**src/rtl/synth_div_pkg.sv**
```systemverilog
package synth_div_pkg;

    localparam int BCD_W   = 10;
    localparam int MOD_W   = 9;
    localparam int MOD_MAX = 399;

    typedef enum logic {
        RD_BASE,
        RD_DOUBLE
    } ref_state_t;

    typedef enum logic {
        PD_BYPASS,
        PD_COUNT
    } prog_state_t;

endpackage

```
**src/rtl/synth_bcd_decode.sv**
```systemverilog
module synth_bcd_decode
    import synth_div_pkg::*;
(
    input  logic [BCD_W-1:0] code_i,
    output logic [MOD_W-1:0] value_o,
    output logic             bad_o
);

    logic [1:0] hund;
    logic [3:0] tens;
    logic [3:0] unit;

    assign hund = code_i[9:8];
    assign tens = code_i[7:4];
    assign unit = code_i[3:0];

    assign bad_o   = (tens > 4'd9) || (unit > 4'd9);
    assign value_o = MOD_W'(hund) * MOD_W'(100)
                   + MOD_W'(tens) * MOD_W'(10)
                   + MOD_W'(unit);

endmodule

```
**src/rtl/synth_ref_divider.sv**
```systemverilog
module synth_ref_divider
    import synth_div_pkg::*;
#(
    parameter int REF_SHIFT = 10
) (
    input  logic clk,
    input  logic rst_n,
    input  logic tick_i,
    input  logic wide_i,
    output logic pulse_o
);

    localparam int CNT_W = REF_SHIFT + 1;
    localparam logic [CNT_W-1:0] LAST_BASE   = CNT_W'((1 << REF_SHIFT) - 1);
    localparam logic [CNT_W-1:0] LAST_DOUBLE = '1;

    ref_state_t       state_q, state_d;
    logic [CNT_W-1:0] cnt_q, cnt_d;
    logic             terminal;

    always_comb begin
        state_d  = state_q;
        terminal = 1'b0;
        unique case (state_q)
            RD_BASE: begin
                terminal = tick_i && (cnt_q == LAST_BASE);
                if (terminal && wide_i) state_d = RD_DOUBLE;
            end
            RD_DOUBLE: begin
                terminal = tick_i && (cnt_q == LAST_DOUBLE);
                if (terminal && !wide_i) state_d = RD_BASE;
            end
        endcase
        if (terminal)    cnt_d = '0;
        else if (tick_i) cnt_d = cnt_q + 1'b1;
        else             cnt_d = cnt_q;
    end

    always_ff @(posedge clk) begin
        if (!rst_n) begin
            state_q <= RD_BASE;
            cnt_q   <= '0;
        end else begin
            state_q <= state_d;
            cnt_q   <= cnt_d;
        end
    end

    always_ff @(posedge clk) begin
        if (!rst_n) pulse_o <= 1'b0;
        else        pulse_o <= terminal;
    end

endmodule

```
**src/rtl/synth_prog_divider.sv**
```systemverilog
module synth_prog_divider
    import synth_div_pkg::*;
(
    input  logic             clk,
    input  logic             rst_n,
    input  logic             tick_i,
    input  logic [MOD_W-1:0] value_i,
    input  logic             valid_i,
    output logic             pulse_o
);

    prog_state_t      state_q, state_d;
    logic [MOD_W-1:0] mod_q, mod_d;
    logic [MOD_W-1:0] cnt_q, cnt_d;
    logic [MOD_W-1:0] take;
    logic             terminal;

    always_comb begin
        state_d  = state_q;
        mod_d    = mod_q;
        cnt_d    = cnt_q;
        terminal = 1'b0;
        take     = valid_i ? value_i : mod_q;
        unique case (state_q)
            PD_BYPASS: terminal = tick_i;
            PD_COUNT:  terminal = tick_i && (cnt_q == mod_q - MOD_W'(1));
        endcase
        if (terminal) begin
            cnt_d   = '0;
            mod_d   = take;
            state_d = (take <= MOD_W'(1)) ? PD_BYPASS : PD_COUNT;
        end else if (tick_i) begin
            cnt_d = cnt_q + 1'b1;
        end
    end

    always_ff @(posedge clk) begin
        if (!rst_n) begin
            state_q <= PD_BYPASS;
            mod_q   <= MOD_W'(1);
            cnt_q   <= '0;
        end else begin
            state_q <= state_d;
            mod_q   <= mod_d;
            cnt_q   <= cnt_d;
        end
    end

    always_ff @(posedge clk) begin
        if (!rst_n) pulse_o <= 1'b0;
        else        pulse_o <= terminal;
    end

endmodule

```
**src/rtl/synth_div_chain.sv**
```systemverilog
module synth_div_chain
    import synth_div_pkg::*;
#(
    parameter int REF_SHIFT = 10
) (
    input  logic             clk,
    input  logic             rst_n,
    input  logic             xtal_tick,
    input  logic             osc_tick,
    input  logic [BCD_W-1:0] chan_bcd,
    input  logic             step_half,
    output logic             ref_pulse,
    output logic             osc_pulse,
    output logic             code_bad
);

    logic [MOD_W-1:0] chan_value;

    synth_bcd_decode u_decode (
        .code_i  (chan_bcd),
        .value_o (chan_value),
        .bad_o   (code_bad)
    );

    synth_ref_divider #(
        .REF_SHIFT (REF_SHIFT)
    ) u_ref (
        .clk     (clk),
        .rst_n   (rst_n),
        .tick_i  (xtal_tick),
        .wide_i  (step_half),
        .pulse_o (ref_pulse)
    );

    synth_prog_divider u_prog (
        .clk     (clk),
        .rst_n   (rst_n),
        .tick_i  (osc_tick),
        .value_i (chan_value),
        .valid_i (!code_bad),
        .pulse_o (osc_pulse)
    );

endmodule

```
**config.mk**
```make
export PLATFORM = sky130hd
export DESIGN_NAME = synth_div_chain
export DESIGN_NICKNAME = d
export VERILOG_FILES = /design/src/rtl/synth_div_pkg.sv /design/src/rtl/synth_bcd_decode.sv /design/src/rtl/synth_ref_divider.sv /design/src/rtl/synth_prog_divider.sv /design/src/rtl/synth_div_chain.sv
export SDC_FILE = /design/constraint.sdc
export NUM_CORES = 1
export LEC_CHECK = 0
export ABC_AREA = 1
export BUFFER_PORTS_ARGS = -buffer_cell sky130_fd_sc_hd__buf_2
export CAP_MARGIN = 10
export CORE_MARGIN = 2
export CORE_UTILIZATION = 45
export DETAILED_ROUTE_END_ITERATION = 10
export GPL_TIMING_DRIVEN = 1
export PLACE_DENSITY_LB_ADDON = 0.12
export SLEW_MARGIN = 20
export SYNTH_ARGS = -nofsm -noshare
export SYNTH_HDL_FRONTEND = slang
export SYNTH_HIERARCHICAL = 1
export SYNTH_SLANG_ARGS = --single-unit
```
**constraint.sdc**
```tcl
create_clock -name clk -period 5 [get_ports clk]
set_input_delay 1 -clock clk [delete_from_list [all_inputs] [get_ports clk]]
set_output_delay 1 -clock clk [all_outputs]
set_load 0.005 [all_outputs]
```
==> flow_summary.toml, run 1 <==
[outcome]
status = "completed"

[die]
die-area_sq_mm = 0.00611
die_h_um = 78.1
row_count = 26
core_area_sq_mm = 0.00520
start_util_pct = 47.5
die_width_um = 78.1
io-pin-count = 18

[placement]
io_buffers = 17
place_area_sq_mm = 0.00256
dp_cells = 431
hpwlAfterDp_um = 3570
place_ws_ns = 1.08
place_congestion = 0.777

[route]
dr_total_vias = 2069
drt_iter0_drc = 75
drt_first_pass_iters = 4
viasPerCell = 4.71
drt_wl_total_um = 4590
detail-route-antenna-nets = 0
drt_drc_violations_left = 0
wl_per_cell_um = 10.5

[clock_network]
hold_buffers = 0
cts_resized = 0
numCtsBuffers = 5
path_clk_slew_ns = 0.07
clock-sinks = 33
clockBufferDepth = 2
clk_latency_ns = 0.29
cts_tree = "built"
cts_root_buffer = "clkbuf_8"
cts_setup_buffers = 0
htree_levels = 2

[logic_synthesis]
synthCells = 356
synth_top_family_by_area = "simple AND/OR/NAND/NOR gates"
yosys.area_share.simple_pct = 35.7
ys_ff_latch = 33
synth_compound_area_share_pct = 5.16
ys_seq_area_share_pct = 26.7
yosysTopAreaCellShare_pct = 26.7
synth_cell_types = 31
synthAdderAreaFrac_pct = 12.3
synth_area_leaders = "dfxtp_1, nand2_1, ha_1"
synth_area_sq_mm = 0.00247
ys.warnings.count = 6
muxShareOfSynthArea_pct = 0.809
syn_avg_cell_area_sq_um = 6.95
yosys.area.top_type = "dfxtp_1"
synth-xor-area-share_pct = 8.14
synth_nets = 393

[cells_and_area]
drive_gt1_share_pct = 13.0
final_nets = 405
final_area_sq_mm = 0.00268
final_cells = 439
area_delta_synth_final_pct = 8.30
fin_util_pct = 51.5
final_cell_mix = "nand2_1, inv_1, nand3_1"
layout_commonest_cell = "nand2_1"
diodes = 0
fillers = 551

[power]
max-vdd-ir-drop_uv = 175
p_per_area_mw_per_mm2 = 285
power_leakage_nw = 1.30
p_total_mw = 0.765
comb_power_share_pct = 27.1
clock_power_share_pct = 34.9
p_switching_mw = 0.245
p_seq_share_pct = 38.0
switching_share_pct = 32.0
power.internal_mw = 0.520

[worst_setup_path]
critical_path.max_fanout = 3
cp.required_ns = 5.19
crit_path_end_kind = "flip-flop"
worst-setup-path-type = "in -> reg"
startpoint_type = "input port"
rr_startpoint = "u_prog/mod_q[0]"
reg2reg_to = "u_prog/cnt_q[6]"
worstRegToRegCells = 13
rrSetupSlack_ns = 2.65
worstPathArrival_ns = 3.80

[sta]
setup_tns_ns = 0
min_period_ns = 3.62
rsz0062_at_grt = "false"
worst_pin_slew_ns = 0.442
setup_viol = 0
layout_setup_ws_ns = 1.38
drv_slew = 0
hold_slack_ns = 0.480
period_share_pct = 72.3
slew_headroom_pct = 70.5
skew_ns = 0.00973
finalHoldViolCount = 0
fmax_ghz = 0.277

[global_routing]
grt_pass1_wl_um = 8270
grt_util_met1_pct = 20.5
grt_pass1_vias = 1979
grt_max_degree = 25
grt_usage_pct = 16.7
grt-ovfl-total = 0
antenna_found_initial = 0
grt_busiest_layer = "met2"
use_met3_pct = 4.48
use_met2_pct = 28.4

[run]
max_cap_violations = 0

[hold_path]
holdPathEnd = "u_prog/mod_q[1]"
holdPathStages = 2
hp-start = "u_prog/mod_q[1]"
hp-class = "reg -> reg"
[how the worst max path moves through the flow]
stage	startpoint	end	slack, ns
after floorplan	chan_bcd[5]	u_prog/state_q	1.41
after global placement	chan_bcd[5]	u_prog/state_q	1.16
after detailed placement	chan_bcd[5]	u_prog/state_q	1.08
after CTS	chan_bcd[5]	u_prog/state_q	1.38
after global routing	chan_bcd[5]	u_prog/state_q	1.13
final	chan_bcd[5]	u_prog/state_q	1.38
[synthesized netlist by cell type]
master / instances
ha_1: 18
nor2_1: 34
xor2_1: 11
a21oi_2: 4
nand2_2: 6
nor4_2: 1
nor2_4: 2
nor2_2: 7
mux2i_1: 2
buf_1: 1
nor3_1: 2
buf_6: 1
nand4_2: 1
buf_12: 1
xnor2_1: 12
inv_1: 49
inv_2: 2
buf_2: 3
nand3_2: 1
buf_4: 3
o21ai_0: 11
or2_0: 1
nand3_1: 37
nand4_1: 13
fa_1: 4
dfxtp_1: 33
nand3b_1: 3
a21oi_1: 6
o21a_1: 1
nand2_1: 83
clkbuf_1: 3
[logic make-up (layout without fill, tap and decap cells)]
group                      Yosys count  in the layout
adders and majority gates           22             22
muxes                                2              2
buffers and inverters               63             76
DFF                                 33             33
AOI/OAI and AO/OA                   22             22
xor gates and xnor gates            23             23
and+or+nand+nor                    191            191
[layout make-up]
cell class	instances	area, sq um	area share, %
Tap cell	70	87.6	3.27
Timing Repair Buffer	17	85.1	3.18
Multi-Input combinational cell	260	1540	57.4
Clock inverter	1	30.0	1.12
Inverter	51	191	7.15
Clock buffer	7	86.3	3.22
Sequential cell	33	661	24.7
[routing by layer]
layer  up-vias  wire length [um]
li1       1155                 -
met1       886              2340
met2        20              2050
met3         8               135
met4         0                67
met5         -                 0
[power groups by stage]
stage	clock, mW	sequential (mW)	combinational, mW
finish	0.267	0.290	0.207
global route	0.284	0.293	0.245
CTS	0.273	0.290	0.210
detailed placement	0	0.296	0.209
global placement	0	0.296	0.207
floorplan	0	0.292	0.176
[worst max-delay path, cell delays in order]
cell and delay, ns:
buf_2 0.12, ha_1 0.30, ha_1 0.23, fa_1 0.39, xor2_1 0.16, ha_1 0.28
ha_1 0.31, nand2_1 0.08, inv_2 0.05, nand3_1 0.09, nand2_1 0.05, nand2_1 0.05
nand2_1 0.04, inv_1 0.04, nand2_1 0.04, o21ai_0 0.11, nand2_1 0.08, nor3_1 0.14
nand4_1 0.09, nand4_1 0.10, nand2_1 0.06
[registers in the layout, indices dropped and copies added, names as in the netlist]
signal          count
u_ref/pulse_o       1
u_ref/state_q       1
u_prog/cnt_q        9
u_prog/pulse_o      1
u_prog/mod_q        9
u_prog/state_q      1
u_ref/cnt_q        11
Power figures use the tool's default switching activity.
==> inputs of run 2 (changes only) <==
clock period = 2.95 ns   (was 5 ns; I/O delays follow)
==> flow_summary.toml, run 2 (synthesis results as in run 1) <==
[global_routing]
grt_pass1_wl_um = 8180
grt-ovfl-total = 0
grt_pass1_vias = 1898
grt_max_degree = 25
grt_usage_pct = 16.6
antenna_found_initial = 0

[outcome]
status = "completed"

[sta]
period_share_pct = 98.7
drv_slew = 0
slew_headroom_pct = 70.0
setup_viol = 0
fmax_ghz = 0.344
rsz0062_at_grt = "true"
worst_pin_slew_ns = 0.450
setup_tns_ns = 0
skew_ns = 0.00695
finalHoldViolCount = 0
min_period_ns = 2.91

[worst_setup_path]
worstRegToRegCells = 13
rr_startpoint = "u_prog/mod_q[0]"
worstSetupStartpoint = "chan_bcd[5]"
startpoint_type = "input port"
critical_path.max_fanout = 3
crit_path_end_kind = "flip-flop"
rrSetupSlack_ns = 0.59
cp.required_ns = 3.13
worstPathArrival_ns = 3.09
reg2reg_to = "u_prog/cnt_q[3]"
worst-setup-path-type = "in -> reg"

[clock_network]
cts_tree = "built"
cts_resized = 0
hold_buffers = 0
clock-sinks = 33
path_clk_slew_ns = 0.07
clk_latency_ns = 0.28
cts_root_buffer = "clkbuf_8"
cts_setup_buffers = 0
numCtsBuffers = 5
htree_levels = 2
clockBufferDepth = 2

[placement]
hpwlAfterDp_um = 3680
dp_cells = 440
place_area_sq_mm = 0.00267
place_congestion = 0.787
io_buffers = 17

[cells_and_area]
regMostFlops = "u_ref/cnt_q"
reg_top3 = "u_ref/cnt_q x11, u_prog/cnt_q x9, u_prog/mod_q x9"
diodes = 0
layout_commonest_cell = "nand2_1"
area_delta_synth_final_pct = 11.1
drive_gt1_share_pct = 16.4
final_cell_mix = "nand2_1, inv_1, nand3_1"
fin_util_pct = 52.8
final_cells = 448
fillers = 531
final_nets = 414
largest_register_ff_count = 11
final_area_sq_mm = 0.00275

[power]
max-vdd-ir-drop_uv = 209
p_per_area_mw_per_mm2 = 439
power_leakage_nw = 1.33
p_total_mw = 1.21

[route]
drt_drc_violations_left = 0
drt_first_pass_iters = 4
dr_total_vias = 2122
drt_wl_total_um = 4680
detail-route-antenna-nets = 0
drt_iter0_drc = 70
wl_per_cell_um = 10.5
viasPerCell = 4.74

[die]
core_area_sq_mm = 0.00520
die_h_um = 78.1
start_util_pct = 47.5
die-area_sq_mm = 0.00611
row_count = 26
die_width_um = 78.1
io-pin-count = 18

[hold_path]
hp-class = "reg -> reg"
holdPathEnd = "u_prog/mod_q[0]"
holdPathStages = 2
hp-start = "u_prog/mod_q[0]"

[run]
max_cap_violations = 0
## run 2: changes by cell type in the layout (fill, tap and decap cells not counted), moves of 2 or more
cell / before / now
clkinv_2: 0 / 2
ha_4: 0 / 2
buf_4: 0 / 9
ha_1: 18 / 15
## run 2: repair_timing
| action | 4_1_cts | 5_1_grt |
|---|---|---|
| pin swaps | 6 | 1 |
| endpoints found under the setup margin | 1 | 2 |
| cloned | 0 | 0 |
## run 2: report_power, final
group | total, mW | leakage [nW] | switching, mW | internal (mW)
clock network | 0.330 | 0.0450 | 0.166 | 0.163
registers | 0.493 | 0.268 | 0.0250 | 0.468
logic | 0.383 | 1.01 | 0.221 | 0.162
## run 2: final cells by class
cell class                 instances  area [sq um]  share of cell area (%)
inverter                          51           191                    6.97
clock buffer                       6          72.6                    2.64
timing repair buffer              26           153                    5.56
tap                               70          87.6                    3.19
multi-input combinational        260          1570                    57.2
sequential                        33           661                    24.0
clock inverter                     2          10.0                   0.364
## run 2: worst max-delay path by stage
| stage | slack [ns] | to | cells past startpoint |
|---|---|---|---|
| after floorplan | -0.11 | u_prog/state_q | 20 |
| after global placement | -0.34 | u_prog/state_q | 21 |
| after detailed placement | -0.39 | u_prog/state_q | 21 |
| after CTS | 0.01 | u_prog/state_q | 21 |
| after global routing | -0.13 | u_prog/state_q | 21 |
| final | 0.04 | u_prog/state_q | 21 |
## run 2: per-layer routing
| metal | GRT usage, % | share of wire [%] |
|---|---|---|
| met4 | 6.32 | 0.77 |
| met3 | 3.45 | 2.2 |
| met5 | 0 | 0 |
| met2 | 27.7 | 46 |
| met1 | 21.2 | 51 |
## run 2: worst max-delay path: stages
cell and delay [ns]:
buf_2 0.12, ha_4 0.24, ha_4 0.16, fa_2 0.33
xor2_1 0.17, ha_1 0.28, ha_1 0.29, nand2_1 0.08
inv_2 0.05, nand3_2 0.06, nand2_1 0.05, nand2_1 0.05
nand2_1 0.04, inv_1 0.04, nand2_1 0.04, o21ai_1 0.11
nand2_1 0.07, nor3_1 0.12, nand4_1 0.09, nand4_1 0.08
nand2_1 0.05
## run 2: through the flow
step	worst slack (ns)	hold slack [ns]
after floorplan	-0.112	0.447
after global placement	-0.342	0.468
after detailed placement	-0.388	0.473
after CTS	0.0106	0.489
after global routing	-0.129	0.509
final	0.0389	0.488
==> inputs of run 3 (changes only) <==
CAP_MARGIN = 20   (was 10)
SETUP_SLACK_MARGIN = 0.2   (was default)
==> flow_summary.toml, run 3 (synthesis results as in run 1) <==
[clock_network]
cts_tree = "built"
path_clk_slew_ns = 0.06
clk_latency_ns = 0.28
clockBufferDepth = 2
hold_buffers = 0
numCtsBuffers = 5
cts_root_buffer = "clkbuf_8"
clock-sinks = 33
htree_levels = 2

[cells_and_area]
diodes = 0
regMostFlops = "u_ref/cnt_q"
reg_top3 = "u_ref/cnt_q x11, u_prog/cnt_q x9, u_prog/mod_q x9"
final_cell_mix = "nand2_1, inv_1, nand3_1"
final_nets = 415
largest_register_ff_count = 11
area_delta_synth_final_pct = 14.9
drive_gt1_share_pct = 19.0
final_area_sq_mm = 0.00284
layout_commonest_cell = "nand2_1"

[run]
max_cap_violations = 0

[global_routing]
grt_max_degree = 25
grt_pass1_wl_um = 8410
grt-ovfl-total = 0
grt_usage_pct = 16.9
antenna_found_initial = 0
grt_pass1_vias = 2064

[route]
drt_drc_violations_left = 0
dr_total_vias = 2169
detail-route-antenna-nets = 0
wl_per_cell_um = 10.7
drt_wl_total_um = 4810
viasPerCell = 4.83
drt_iter0_drc = 58
drt_first_pass_iters = 4

[hold_path]
holdPathStages = 2
hp-class = "reg -> reg"

[placement]
place_ws_ns = -0.387
io_buffers = 17
place_congestion = 0.813
place_area_sq_mm = 0.00267
hpwlAfterDp_um = 3730

[sta]
layout_setup_ws_ns = 0.0978
skew_ns = 0.00435
rsz0062_at_grt = "true"
slew_headroom_pct = 66.6
fmax_ghz = 0.351
finalHoldViolCount = 0
drv_slew = 0
min_period_ns = 2.85
period_share_pct = 96.7
worst_pin_slew_ns = 0.501
setup_viol = 0

[worst_setup_path]
critical_path.max_fanout = 3
worst-setup-path-type = "in -> reg"
worstPathArrival_ns = 3.03
crit_path_end_kind = "flip-flop"
startpoint_type = "input port"
worstRegToRegCells = 13
cp.required_ns = 3.12

[die]
die-area_sq_mm = 0.00611
die_h_um = 78.1
row_count = 26
core_area_sq_mm = 0.00520
start_util_pct = 47.5
die_width_um = 78.1
io-pin-count = 18

[outcome]
status = "completed"

[power]
p_per_area_mw_per_mm2 = 472
power_leakage_nw = 1.35
max-vdd-ir-drop_uv = 361
[run 3: power by group]
part	total (mW)	leakage, nW	switching [mW]	internal (mW)
Combinational	0.410	1.02	0.234	0.176
Sequential	0.493	0.268	0.0256	0.468
Clock	0.439	0.0585	0.164	0.275
[run 3: area by class of cell]
cell class	instances	area (sq um)
Fill cell	526	2360
Multi-Input combinational cell	260	1610
Sequential cell	33	661
Inverter	51	191
Timing Repair Buffer	27	176
Tap cell	70	87.6
Clock buffer	7	86.3
Clock inverter	1	30.0
[run 3: metrics by stage]
stage	utilization [%]	power (mW)	std cells	TNS, ns	hold WS (ns)
after floorplan	-	0.800	356	-0.111	0.447
after global placement	51.2	0.885	440	-0.709	0.468
after detailed placement	51.2	0.891	440	-0.806	0.467
after CTS	53.8	1.34	448	0	0.476
after global routing	54.6	1.45	449	-0.0713	0.507
final	54.6	1.34	449	0	0.474
[run 3: timing repair]
action / in CTS / in global routing
pin swaps: 11 / 5
gates resized for setup: 4 / 10
endpoints found under the setup margin: 3 / 4
setup buffers: 0 / 1
[run 3: worst max-delay path, stage by stage]
cell and delay, ns:
buf_8 0.10, ha_4 0.23, ha_4 0.16, fa_2 0.33, xor2_1 0.15, ha_1 0.31, ha_4 0.28, nand2_2 0.04
inv_2 0.06, nand3_2 0.07, nand3_2 0.06, nand2_1 0.05, inv_1 0.04, nand2_1 0.06, o21ai_2 0.09, nand2_1 0.08
nor3_2 0.09, nand4_1 0.09, nand4_1 0.08, nand2_1 0.06
[run 3: metal layers]
metal | routed length, um | track usage, % | vias up
li1 | - | - | 1171
met1 | 2370 | 21.0 | 967
met2 | 2250 | 29.1 | 26
met3 | 140 | 3.56 | 5
met4 | 51 | 5.61 | 0
met5 | 0 | 0 | -
[run 3: worst paths after layout]
check / from / endpoint / slack (ns)
worst max-delay path: chan_bcd[7] / u_prog/state_q / 0.1
worst min-delay path: u_prog/state_q / u_prog/state_q / 0.47
worst max register to register: u_prog/mod_q[0] / u_prog/cnt_q[5] / 0.61
worst min register to register: u_prog/state_q / u_prog/state_q / 0.47
